===== config.mk =====
export PLATFORM = sky130hd
export DESIGN_NAME = hlt_timer
export DESIGN_NICKNAME = d
export VERILOG_FILES = /design/src/rtl/hlt_pkg.sv /design/src/rtl/hlt_ers_sync.sv /design/src/rtl/hlt_trig_decode.sv /design/src/rtl/hlt_timer.sv
export SDC_FILE = /design/constraint.sdc
export NUM_CORES = 1
export LEC_CHECK = 0
export BUFFER_PORTS_ARGS = -buffer_cell sky130_fd_sc_hd__buf_2
export CAP_MARGIN = 20
export CORE_MARGIN = 5
export CORE_UTILIZATION = 50
export DETAILED_ROUTE_END_ITERATION = 6
export PLACE_DENSITY = 0.76
export SKIP_CTS_REPAIR_TIMING = 1
export SYNTH_ARGS = -nofsm -noshare
export SYNTH_HDL_FRONTEND = slang
export SYNTH_HIERARCHICAL = 1
export SYNTH_SLANG_ARGS = --single-unit

===== constraint.sdc =====
create_clock -name clk -period 3.3 [get_ports clk]
set_clock_uncertainty 0.2 [all_clocks]
set_input_delay 0.165 -clock clk [delete_from_list [all_inputs] [get_ports clk]]
set_output_delay 0.165 -clock clk [all_outputs]
set_load 0.02 [all_outputs]

===== src/rtl/hlt_pkg.sv =====
package hlt_pkg;

    typedef enum logic [1:0] {
        ST_FREE  = 2'd0,
        ST_ANY   = 2'd1,
        ST_EDGE  = 2'd2,
        ST_LEVEL = 2'd3
    } start_mode_e;

    typedef enum logic [1:0] {
        CL_NONE  = 2'd0,
        CL_LVL   = 2'd1,
        CL_START = 2'd2,
        CL_MATCH = 2'd3
    } clr_mode_e;

    typedef enum logic [1:0] {
        HL_NONE  = 2'd0,
        HL_ANY   = 2'd1,
        HL_EDGE  = 2'd2,
        HL_MATCH = 2'd3
    } halt_mode_e;

    typedef struct packed {
        logic rise;
        logic fall;
        logic lvl;
    } ers_ev_t;

endpackage


===== src/rtl/hlt_ers_sync.sv =====
module hlt_ers_sync
    import hlt_pkg::*;
#(
    parameter int STAGES = 2
) (
    input  logic    clk,
    input  logic    rst,
    input  logic    ers_in,
    output ers_ev_t ev
);

    typedef struct packed {
        logic [STAGES-1:0] sh;
        logic              prev;
    } sync_t;

    sync_t s_d, s_q;

    always_comb begin
        s_d      = s_q;
        s_d.sh   = {s_q.sh[STAGES-2:0], ers_in};
        s_d.prev = s_q.sh[STAGES-1];
    end

    always_ff @(posedge clk) begin
        if (rst) s_q <= '0;
        else     s_q <= s_d;
    end

    always_comb begin
        ev.lvl  = s_q.sh[STAGES-1];
        ev.rise = s_q.sh[STAGES-1] & ~s_q.prev;
        ev.fall = ~s_q.sh[STAGES-1] & s_q.prev;
    end

    // a rising edge is decoded only after the input was seen low then high
    p_rise_hist_r3: assert property (@(posedge clk) disable iff (rst)
        ev.rise |-> $past(ev.lvl) == 1'b0)
        else $error("p_rise_hist_r3");

endmodule


===== src/rtl/hlt_trig_decode.sv =====
module hlt_trig_decode
    import hlt_pkg::*;
(
    input  ers_ev_t     ev,
    input  logic        en,
    input  logic        inv_pol,
    input  start_mode_e start_mode,
    input  clr_mode_e   clr_mode,
    input  halt_mode_e  halt_mode,
    input  logic        match_q,
    input  logic        run_q,
    output logic        start_evt,
    output logic        stop_evt,
    output logic        cap_evt,
    output logic        hold_clr,
    output logic        cnt_clr
);

    logic act_lvl, act_edge, any_edge;
    logic st_raw, sp_raw;

    always_comb begin
        act_lvl  = ev.lvl ^ inv_pol;
        act_edge = inv_pol ? ev.fall : ev.rise;
        any_edge = ev.rise | ev.fall;

        unique case (start_mode)
            ST_FREE:  st_raw = 1'b1;
            ST_ANY:   st_raw = any_edge;
            ST_EDGE:  st_raw = act_edge;
            default:  st_raw = act_lvl;
        endcase

        unique case (halt_mode)
            HL_NONE:  sp_raw = 1'b0;
            HL_ANY:   sp_raw = any_edge;
            HL_EDGE:  sp_raw = act_edge;
            default:  sp_raw = match_q;
        endcase

        start_evt = en & st_raw;
        stop_evt  = en & sp_raw;

        if (halt_mode == HL_NONE) cap_evt = en & act_edge;
        else                      cap_evt = stop_evt & run_q;

        hold_clr = en & (clr_mode == CL_LVL) & ~act_lvl;
        cnt_clr  = hold_clr
                 | (en & match_q & (clr_mode != CL_NONE))
                 | ((clr_mode == CL_START) & start_evt & ~run_q);
    end

endmodule


===== src/rtl/hlt_timer.sv =====
module hlt_timer
    import hlt_pkg::*;
#(
    parameter int CW     = 16,
    parameter int STAGES = 2
) (
    input  logic          clk,
    input  logic          rst,
    input  logic          ers_in,
    input  logic          en,
    input  logic          inv_pol,
    input  logic [1:0]    start_sel,
    input  logic [1:0]    clr_sel,
    input  logic [1:0]    halt_sel,
    input  logic [CW-1:0] period,
    output logic [CW-1:0] count,
    output logic          running,
    output logic          lvl_out,
    output logic [CW-1:0] cap_val,
    output logic          cap_stb
);

    localparam logic [CW-1:0] ONE = CW'(1);

    typedef struct packed {
        logic [CW-1:0] cnt;
        logic [CW-1:0] cap;
        logic          run;
        logic          lvl;
        logic          match;
        logic          stb;
    } tmr_t;

    tmr_t    t_d, t_q;
    ers_ev_t ev;
    logic    start_evt, stop_evt, cap_evt, hold_clr, cnt_clr;
    logic    run_nx;

    hlt_ers_sync #(.STAGES(STAGES)) u_sync (
        .clk    (clk),
        .rst    (rst),
        .ers_in (ers_in),
        .ev     (ev)
    );

    hlt_trig_decode u_dec (
        .ev         (ev),
        .en         (en),
        .inv_pol    (inv_pol),
        .start_mode (start_mode_e'(start_sel)),
        .clr_mode   (clr_mode_e'(clr_sel)),
        .halt_mode  (halt_mode_e'(halt_sel)),
        .match_q    (t_q.match),
        .run_q      (t_q.run),
        .start_evt  (start_evt),
        .stop_evt   (stop_evt),
        .cap_evt    (cap_evt),
        .hold_clr   (hold_clr),
        .cnt_clr    (cnt_clr)
    );

    always_comb begin
        t_d     = t_q;
        t_d.stb = 1'b0;

        if (cap_evt) begin
            t_d.cap = t_q.cnt;
            t_d.stb = 1'b1;
        end

        if (!en || hold_clr) run_nx = 1'b0;
        else if (t_q.run)    run_nx = ~stop_evt;
        else                 run_nx = start_evt;
        t_d.run = run_nx;
        t_d.lvl = run_nx;

        if (cnt_clr)                          t_d.cnt = '0;
        else if (t_q.run && en && !stop_evt)  t_d.cnt = t_q.cnt + ONE;

        t_d.match = run_nx && (t_d.cnt == period);
    end

    always_ff @(posedge clk) begin
        if (rst) t_q <= '0;
        else     t_q <= t_d;
    end

    assign count   = t_q.cnt;
    assign running = t_q.run;
    assign lvl_out = t_q.lvl;
    assign cap_val = t_q.cap;
    assign cap_stb = t_q.stb;

    // level output mirrors run status
    p_lvl_run_r10: assert property (@(posedge clk) disable iff (rst)
        lvl_out == running)
        else $error("p_lvl_run_r10");

    // disable stops the timer and freezes the count
    p_off_idle_r2: assert property (@(posedge clk) disable iff (rst)
        !en |=> !running && $stable(count))
        else $error("p_off_idle_r2");

    // strobe accompanies a load of the count from the prior cycle
    p_cap_load_r6: assert property (@(posedge clk) disable iff (rst)
        cap_stb |-> cap_val == $past(count))
        else $error("p_cap_load_r6");

    // inactive level with level clear holds the timer idle at zero
    p_hold_clr_r4: assert property (@(posedge clk) disable iff (rst)
        (en && clr_sel == 2'd1 && (ev.lvl == inv_pol)) |=> (!running && count == '0))
        else $error("p_hold_clr_r4");

endmodule


## Yosys cells after proc, flatten, opt, wreduce, memory -nomap -nowiden

Cells that the tools add are included.

- Flip-flop bits (word level): 38
- Bits of input ports: 27
- Output and inout bits: 35
- Logic and storage cells: 54

- $add $sub $neg: 1
- Eq/ne operators: 7
- Muxes and demuxes: 9
- Bitwise gates (word level): 21
- Reductions and logical operators: 9

Operator list:

| cell | count |
|---|---|
| two-way mux 16 bit | 2 |
| adder 16 x 1 -> 16 bit, second input constant | 1 |
| equality test 16 bit | 1 |
| bitwise AND 1 bit | 12 |
| equality test 2 x 1 -> 1 bit, second input constant | 3 |
| equality test 2 bit, second input constant | 3 |
| one-hot mux 1 bit (3 select lines) | 2 |
| two-way mux 1 bit | 5 |
| inverter 1 bit | 5 |
| logical NOT 2 bit | 2 |
| logical AND 1 bit | 3 |
| OR 1 bit | 3 |
| logical NOT 1 bit | 2 |
| nonzero test 2 bit | 1 |
| logical OR 1 bit | 1 |
| bitwise XOR 1 bit | 1 |

## Logic depth before layout (Yosys ltp)

Gate-level depths: netlist of the first run.

- Depth in word-level cells: 11
- Gate-level depth with buffers: 12
- Depth with buffers taken out: 11

## By module

The synthesis of the first run kept the hierarchy.

Modules (own cells, without submodules):

| module | times used | cells each | area each (sq um) | seq. area each (sq um) |
|---|---|---|---|---|
| hlt_timer | 1 | 247 | 2144.6 | 700.7 |
| hlt_trig_decode | 1 | 24 | 162.7 | 0.0 |
| hlt_ers_sync | 1 | 9 | 98.8 | 60.1 |

## Worst setup path after synthesis of the first run

OpenSTA, ideal clock, no wires.

- Kind: flip-flop to flip-flop
- From: reg u_sync.s_q (netlist bit u_sync/ev[0])
- To: reg t_q[1] (netlist bit)
- Library setup time: 88 ps
- Arrival time: 2471 ps
- Required time: 3012 ps
- Path slack: 541 ps
- Cell stages (with the launch flop): 12
- Buffers on the path: 0
- Clock period less this slack: 2759 ps
- Cell sequence: dfxtp_1 -> nor2b_1 -> o21a_1 -> o221ai_1 -> nor2_1 -> nand3b_1 -> nor4b_1 -> mux2i_1 -> xnor2_1 -> nor2_1 -> nand4_1 -> nor4_2

RTL lines:

| element | RTL line | text |
|---|---|---|
| from (decl) | hlt_ers_sync.sv:17 | `sync_t s_d, s_q;` |
| from (signal assigned) | hlt_ers_sync.sv:26 | `if (rst) s_q <= '0;` |
| from (signal assigned) | hlt_ers_sync.sv:27 | `else s_q <= s_d;` |
| to (signal assigned) | hlt_timer.sv:85 | `else t_q <= t_d;` |
| to (decl) | hlt_timer.sv:34 | `tmr_t t_d, t_q;` |

==> results of run 1 <==
## synth_stat cells, drive strengths merged (2+ instances only)
master / n
clkbuf: 7
mux2i: 20
o21ai: 6
mux2: 3
nor2: 51
xor2: 6
inv: 4
buf: 39
xnor2: 18
and3: 3
nor2b: 8
and4: 2
nand3b: 3
nor4: 3
nand2: 10
a21oi: 8
nand4: 8
or2: 2
nor3: 7
nand3: 8
dfxtp: 38
nor4b: 2
nand4bb: 2
xnor3: 2
## worst max-delay path, cell delays in order (launching register included)
cell and delay, ps:
dfxtp_1 380, nor2b_1 280, nand2b_1 90, and4b_4 210
a311oi_2 310, a31o_1 250, buf_4 240, inv_1 120
nor4_1 280, a21oi_1 60, nor2_1 110, nand4_1 120
nor4_2 200
## registers in the layout (all words and copies together) (netlist names)
register    count
cap_val        16
count          16
cap_stb         1
lvl_out         1
t_q             1
u_sync/ev       1
u_sync/s_d      1
u_sync/s_q      1
## layout by cell type, fill, tap and decap left out, types with 4 or more instances in the layout
cell type	n
nand4_1	8
nor2b_1	8
xnor2_1	18
clkbuf_8	5
dfxtp_1	38
xor2_1	6
nand3_1	8
nor3_1	6
inv_1	4
mux2i_1	20
nor2_1	51
buf_2	61
nand2_1	10
buf_4	5
a21oi_1	8
o21ai_0	5
## routing by layer
metal  vias to the layer above  wire [um]  GRT usage [%]
met5                         -          0              0
met4                         0        101           6.87
li1                        984          -              -
met2                        64       2480           29.7
met1                       904       2480           23.2
met3                         9        352           5.08
## report_power, final
part           leakage, nW  total, mW  switching [mW]  internal (mW)
sequential           0.307      0.463         0.00224          0.461
clock               0.0383      0.296           0.150          0.145
combinational        0.758     0.0951          0.0543         0.0408
## logic make-up after synthesis
logic type               Yosys count  synth area share, %
AO/OA/AOI/OAI                     26                 7.64
XOR/XNOR                          26                 10.6
adder cells (fa/ha/maj)            1                0.520
buffers and inverters             50                 13.6
flip-flops                        38                 31.6
multiplexers                      23                 9.72
AND/OR/NAND/NOR                  116                 26.3
## worst min-delay path by stage
stage	from	endpoint	slack (ps)	cells after the start
after CTS	ers_in	u_sync/s_d[2]	-130	2
after global placement	ers_in	u_sync/s_d[2]	190	2
final	period[5]	t_q[1]	3	4
after floorplan	rst	u_sync/ev[0]	40	1
after global routing	period[5]	t_q[1]	30	4
after detailed placement	ers_in	u_sync/s_d[2]	190	2
## stage by stage
stage	cell area (um^2)	hold WS, ps	utilization, %	total power, mW	worst slack [ps]
2_1_floorplan	2410	36.6	-	0.528	541
3_3_place_gp	2540	188	54.1	0.564	361
3_5_place_dp	2540	191	54.1	0.567	307
4_1_cts	2620	-126	55.7	0.867	307
5_1_grt	2630	25.9	56.1	0.896	15.8
6_report	2630	3.22	56.1	0.854	378
## layout make-up
cell class                      count  area (um^2)  area share [%]
Clock buffer                        7         76.3            2.90
Inverter                            4         15.0           0.571
Multi-Input combinational cell    192         1340            50.9
Sequential cell                    38          761            28.9
Tap cell                           54         67.6            2.57
Timing Repair Buffer               68          373            14.2
==> flow_metrics.tcl, run 1 <==
set metrics [dict create \
    ys.flop_type "dfxtp_1" \
    antenna_cells 0 \
    vias 1961 \
    synth_edf_count 0 \
    start_util_pct 51.3 \
    std_cell_rows 25 \
    placed_cells 355 \
    status "completed" \
    tightestPinTransition_ps 569 \
    grt_pass1_wl_um 8940 \
    first_global_vias 1811 \
    cts_tree "yes" \
    cp.arrival_ps 2930 \
    crit_path_end_kind "flip-flop" \
    clockBufferDepth 2 \
    grt.total_usage_pct 18.3 \
    grt_overflow 0 \
    critical_path_class "flip-flop to flip-flop" \
    finalCriticalPeriod_ps 2920 \
    boundaryPins 62 \
    power_density_nw_per_um2 325 \
    syn_area_per_cell_um2 8.59 \
    cts-root-buf "clkbuf_8" \
    fmax_mhz 342 \
    dieArea_um2 6300 \
    r2r-end "t_q[1]" \
    synth_area_leaders "dfxtp_1 32%, buf_4 11%, mux2i_1 8.3%, nor2_1 8.0%, xnor2_1 6.6%" \
    required_ps 3310 \
    ys_seq_area_share_pct 31.6 \
    clk_latency_ps 290 \
    final-hold-violation-count 0 \
    slew_headroom_pct 62.1 \
    fillers 451 \
    grt_max_degree 23 \
    first_pass_iters 4 \
    synth-async-reset-ratio_pct 0 \
    synth_warnings 6 \
    finalCritPeriodShare_pct 88.5 \
    ys_seq_elements 38 \
    stdcell_count 363 \
    worstHoldPathType "primary input to flip-flop" \
    rsz0062_at_grt "false" \
    routed_via_density 5.40 \
    ff2ff_setup_slack_ps 380 \
    nets 337 \
    yosysTopAreaCell "dfxtp_1" \
    wirelength_um 5410 \
    vdd_drop_max_uv 188 \
    drv_slew 0 \
    critPathMaxFanout 17 \
    finalSetupViolations 0 \
    drive_above_1_share_pct 29.1 \
    gp_congestion 0.874 \
    clkTransAtPathRegs_ps 70 \
    drt-wirelength-per-cell_um 14.9 \
    cts_sinks 38 \
    critPathLaunch "u_sync/ev[0]" \
    drt_iter0_drc 78 \
    fp.coreArea_um2 4690 \
    die_y_um 79.4 \
    netlist_area_um2 2410 \
    p_leak_nw 1.10 \
    numPortBuffers 61 \
    ff2ff_path_depth 12 \
    synth_top_area_share_pct 31.6 \
    htree_num_levels 2 \
    syn-num-nets 308 \
    syn-instance-count 280 \
    startpoint_type "flip-flop" \
    maxCapViolCount 0 \
    worstSetupEndpoint "t_q[1]" \
    hpwl_um 4160 \
    cts_buffers 5 \
    syn_to_final_growth_pct 9.36 \
    die_w_um 79.4 \
    ys_types 50 \
    r2r_start "u_sync/ev[0]" \
    tns_ps 0 \
    drtAntennaViolNets 0 \
    antenna_found_initial 0 \
    drc 0 \
]
No activity file was read; power rests on OpenSTA's default activity.
==> run 2: changes to the inputs <==
--- a/config.mk
+++ b/config.mk
@@ -6,11 +6,12 @@
 export NUM_CORES = 1
 export LEC_CHECK = 0
 export BUFFER_PORTS_ARGS = -buffer_cell sky130_fd_sc_hd__buf_2
-export CAP_MARGIN = 20
+export CELL_PAD_IN_SITES_DETAIL_PLACEMENT = 0
+export CELL_PAD_IN_SITES_GLOBAL_PLACEMENT = 1
 export CORE_MARGIN = 5
-export CORE_UTILIZATION = 50
+export CORE_UTILIZATION = 39
 export DETAILED_ROUTE_END_ITERATION = 6
-export PLACE_DENSITY = 0.76
+export PLACE_DENSITY_LB_ADDON = 0.1
 export SKIP_CTS_REPAIR_TIMING = 1
 export SYNTH_ARGS = -nofsm -noshare
 export SYNTH_HDL_FRONTEND = slang
==> run 2 against run 1 <==
  * Power grew 13%
  * First-iteration DRC count is 3.8% higher
  * Combinational power increased by 1%
  * Flip-flop and latch count did not move
  * Critical path type unchanged
  * Critical endpoint unchanged
==> flow_metrics.tcl, run 2 (same netlist as run 1, synthesis figures left out) <==
set metrics [dict create \
    status "completed" \
    whs_endpoint "t_q[1]" \
    post-place-ws_ps 167 \
    drive_above_1_share_pct 30.0 \
    gp_congestion 0.787 \
    numPortBuffers 61 \
    die_w_um 88.5 \
    drt-wirelength-per-cell_um 15.2 \
    mostFrequentLayoutCells "61 x buf_2, 51 x nor2_1, 38 x dfxtp_1" \
    stdcell_count 385 \
    cts_tree "yes" \
    first_pass_iters 4 \
    hold_depth 4 \
    min-delay-start "period[12]" \
    critPathMaxFanout 6 \
    finalCriticalPeriod_ps 3050 \
    grt_max_degree 22 \
    die_y_um 88.5 \
    clockBufferDepth 2 \
    tns_ps 0 \
    first_global_vias 1921 \
    placed_cells 376 \
    critical_path_class "flip-flop to flip-flop" \
    drtAntennaViolNets 0 \
    fp.coreArea_um2 5960 \
    boundaryPins 62 \
    final-hold-violation-count 0 \
    slowest_stage "or3_4" \
    critPathLaunch "u_sync/ev[0]" \
    start_util_pct 40.4 \
    cts-root-buf "clkbuf_8" \
    tightestPinTransition_ps 455 \
    drt_iter0_drc 81 \
    antenna_cells 0 \
    power_density_nw_per_um2 358 \
    htree_num_levels 2 \
    rsz0062_at_grt "false" \
    maxCapViolCount 0 \
    setup_ws_ps 254 \
    required_ps 3280 \
    cts_buffers 5 \
    fillers 650 \
    multiInputGateArea_um2 1350 \
    ff2ff_path_depth 11 \
    clkTransAtPathRegs_ps 70 \
    finalCritPeriodShare_pct 92.3 \
    hpwl_um 4530 \
    power.total_mw 0.965 \
    clk_latency_ps 290 \
    cpPeakStageDelay_ps 390 \
    syn_to_final_growth_pct 12.1 \
    path_cells "nor2b_1, o21a_1, o221ai_2, nor2_1, nand4b_2, or2_1, or3_4, a21oi_1, a2111oi_0, o32ai_1, nor4_2" \
    register_area_um2 761 \
    grt_overflow 0 \
    vias 1929 \
    crit_path_end_kind "flip-flop" \
    ff2ff_setup_slack_ps 250 \
    nets 338 \
    wirelength_um 5840 \
    startpoint_type "flip-flop" \
    finalSetupViolations 0 \
    fmax_mhz 328 \
    r2r-end "t_q[1]" \
    cp.arrival_ps 3020 \
    drc 0 \
    grt_pass1_wl_um 9500 \
    worstHoldPathType "primary input to flip-flop" \
    dieArea_um2 7840 \
    drv_slew 0 \
    r2r_start "u_sync/ev[0]" \
    grt.total_usage_pct 15.7 \
    routed_via_density 5.01 \
    fin_util_pct 45.3 \
    antenna_found_initial 0 \
    layout_commonest_cell "buf_2" \
    vdd_drop_max_uv 213 \
    cts_sinks 38 \
    slew_headroom_pct 69.7 \
    p_leak_nw 1.12 \
    std_cell_rows 28 \
]
## run 2: changes by cell type in the layout (fill, tap and decap cells not counted)
cell           change
clkbuf_8           +1
clkbuf_1           -2
nor4b_1            -1
nor4b_2            +1
buf_4              +1
bufinv_16          +1
dlygate4sd3_1      +1
buf_12             -1
## run 2: how the worst max path moves through the flow
stage / to / slack, ps / depth (start not counted)
after floorplan: t_q[1] / 540 / 11
final: t_q[1] / 250 / 11
after global routing: t_q[1] / 50 / 12
after global placement: t_q[1] / 270 / 11
after detailed placement: t_q[1] / 170 / 11
after CTS: t_q[1] / 150 / 11
## run 2: metal layers
metal	global-route usage [%]	share of wire, %	vias up
met5	0	0	-
met4	5.49	1.2	0
met3	3.26	5.1	6
met2	25.5	45	43
met1	20.7	48	891
li1	-	-	989
## run 2: where the power goes
part | total [mW] | switching [mW] | internal (mW) | leakage, nW
sequential | 0.463 | 0.00224 | 0.461 | 0.307
combinational | 0.0962 | 0.0543 | 0.0419 | 0.760
clock | 0.406 | 0.164 | 0.242 | 0.0573
## run 2: metrics by stage
step                      cell area (um^2)  hold slack (ps)
after floorplan                       2410             36.6
after global placement                2550              185
after detailed placement              2550              197
after CTS                             2670             -109
after global routing                  2700             39.7
final                                 2700             2.39
## run 2: worst max-delay path, delay by kind of cell, from the launching register on
family             cells  cell delay, ps
AOI/OAI and AO/OA      5            1030
and+or+nand+nor        6            1360
DFF                    1             350
## run 2: layout make-up
class,count,share of cell area (%)
Clock buffer,6,3.06
Clock inverter,1,1.11
Inverter,4,0.557
Multi-Input combinational cell,192,49.9
Sequential cell,38,28.2
Tap cell,75,3.48
Timing Repair Buffer,69,13.7
==> run 3: changes to the inputs <==
--- a/config.mk
+++ b/config.mk
@@ -10,8 +10,9 @@
 export CELL_PAD_IN_SITES_GLOBAL_PLACEMENT = 1
 export CORE_MARGIN = 5
 export CORE_UTILIZATION = 39
+export CTS_CLUSTER_SIZE = 24
 export DETAILED_ROUTE_END_ITERATION = 6
-export PLACE_DENSITY_LB_ADDON = 0.1
+export PLACE_DENSITY = 0.91
 export SKIP_CTS_REPAIR_TIMING = 1
 export SYNTH_ARGS = -nofsm -noshare
 export SYNTH_HDL_FRONTEND = slang
==> run 3 against run 2 <==
  * Worst hold slack improved by 16 ps
  * First-iteration DRC count increased by 30%
  * Non-clock buffer count decreased by 1
  * Critical endpoint unchanged
==> flow_metrics.tcl, run 3 (same netlist as run 1, synthesis figures left out) <==
set metrics [dict create \
    routed_via_density 5.05 \
    placed_cells 374 \
    std_cell_rows 28 \
    tns_ps 0 \
    first_global_vias 1972 \
    dieArea_um2 7840 \
    required_ps 3270 \
    vias 1939 \
    cpPeakStageDelay_ps 390 \
    drive_above_1_share_pct 29.1 \
    hpwl_um 4270 \
    drt_iter0_drc 105 \
    fp.coreArea_um2 5960 \
    start_util_pct 40.4 \
    critical_path_class "flip-flop to flip-flop" \
    htree_num_levels 2 \
    worstHoldPathType "primary input to flip-flop" \
    die_w_um 88.5 \
    maxCapViolCount 0 \
    drtAntennaViolNets 0 \
    numPortBuffers 61 \
    finalCritPeriodShare_pct 91.4 \
    tightestPinTransition_ps 448 \
    drv_slew 0 \
    setup_ws_ps 282 \
    clk_latency_ps 290 \
    slowest_stage "or3_4" \
    cts-root-buf "clkbuf_8" \
    critPathLaunch "u_sync/ev[0]" \
    drt-wirelength-per-cell_um 14.7 \
    post-place-ws_ps 170 \
    die_y_um 88.5 \
    cts_tree "yes" \
    power.total_mw 0.858 \
    drc 0 \
    boundaryPins 62 \
    clockBufferDepth 2 \
    cp.arrival_ps 2980 \
    startpoint_type "flip-flop" \
    final-hold-violation-count 0 \
    wirelength_um 5640 \
    cp_top_family "simple AND/OR/NAND/NOR gates" \
    rsz0062_at_grt "false" \
    fin_hold_ws_ps 18.0 \
    first_pass_iters 4 \
    mostFrequentLayoutCells "61 x buf_2, 51 x nor2_1, 38 x dfxtp_1" \
    layout_commonest_cell "buf_2" \
    path_cells "nor2b_1, o21a_1, o221ai_2, nor2_1, nand4b_2, or2_1, or3_4, a21oi_1, a2111oi_0, o32ai_1, nor4_2" \
    fin_util_pct 44.4 \
    clkTransAtPathRegs_ps 70 \
    grt_pass1_wl_um 9230 \
    placed_area_um2 2540 \
    syn_to_final_growth_pct 9.93 \
    vdd_drop_max_uv 174 \
    critPathMaxFanout 6 \
    nets 337 \
    status "completed" \
    r2r_start "u_sync/ev[0]" \
    power_density_nw_per_um2 324 \
    stdcell_area_um2 2650 \
    cts_buffers 5 \
    cts_sinks 38 \
    min-delay-start "period[12]" \
    crit_path_end_kind "flip-flop" \
    grt.total_usage_pct 15.2 \
    finalSetupViolations 0 \
    cp.buffers_inverters 0 \
    grt_overflow 0 \
    p_leak_nw 1.10 \
    stdcell_count 384 \
    finalCriticalPeriod_ps 3020 \
    slew_headroom_pct 70.2 \
    gp_congestion 0.823 \
    antenna_cells 0 \
    fmax_mhz 331 \
    grt_max_degree 23 \
    fillers 618 \
    antenna_found_initial 0 \
]
-- run 3: cell types whose count changed in the layout (fill, tap and decap cells not counted), sizes merged --
cell | previous run | this run
dlygate4sd3 | 2 | 1
bufinv | 1 | 0
clkbuf | 6 | 7
-- run 3: per-layer routing --
metal | vias to the layer above | GRT usage [%] | wire length [um]
met4 | 0 | 5.77 | 107
met2 | 68 | 23.9 | 2470
met1 | 874 | 19.7 | 2590
li1 | 988 | - | -
met3 | 9 | 4.28 | 461
met5 | - | 0 | 0
-- run 3: power breakdown --
part,switching [mW],internal (mW)
registers,0.00249,0.461
clock network,0.155,0.146
logic,0.0533,0.0406
total,0.211,0.647
-- run 3: worst paths after layout --
path                            cells after the start      endpoint  slack [ps]
worst min register to register                      1  u_sync/ev[0]         260
worst min-delay path                                4        t_q[1]          20
worst max-delay path                               11        t_q[1]         280
worst max register to register                     11        t_q[1]         280
-- run 3: cell type report --
type / instances / area, um^2 / area share, %
inverter: 4 / 15.0 / 0.568
multi-input combinational: 192 / 1340 / 50.6
clock buffer: 7 / 76.3 / 2.89
timing repair buffer: 68 / 360 / 13.6
sequential: 38 / 761 / 28.8
tap: 75 / 93.8 / 3.55
-- run 3: worst reg2reg max path, stage by stage, from the launching register on --
cell       delay, ps
dfxtp_1          350
nor2b_1          180
o21a_1           200
o221ai_2         230
nor2_1           120
nand4b_2         310
or2_1            310
or3_4            390
a21oi_1          140
a2111oi_0         80
o32ai_1          330
nor4_2            60
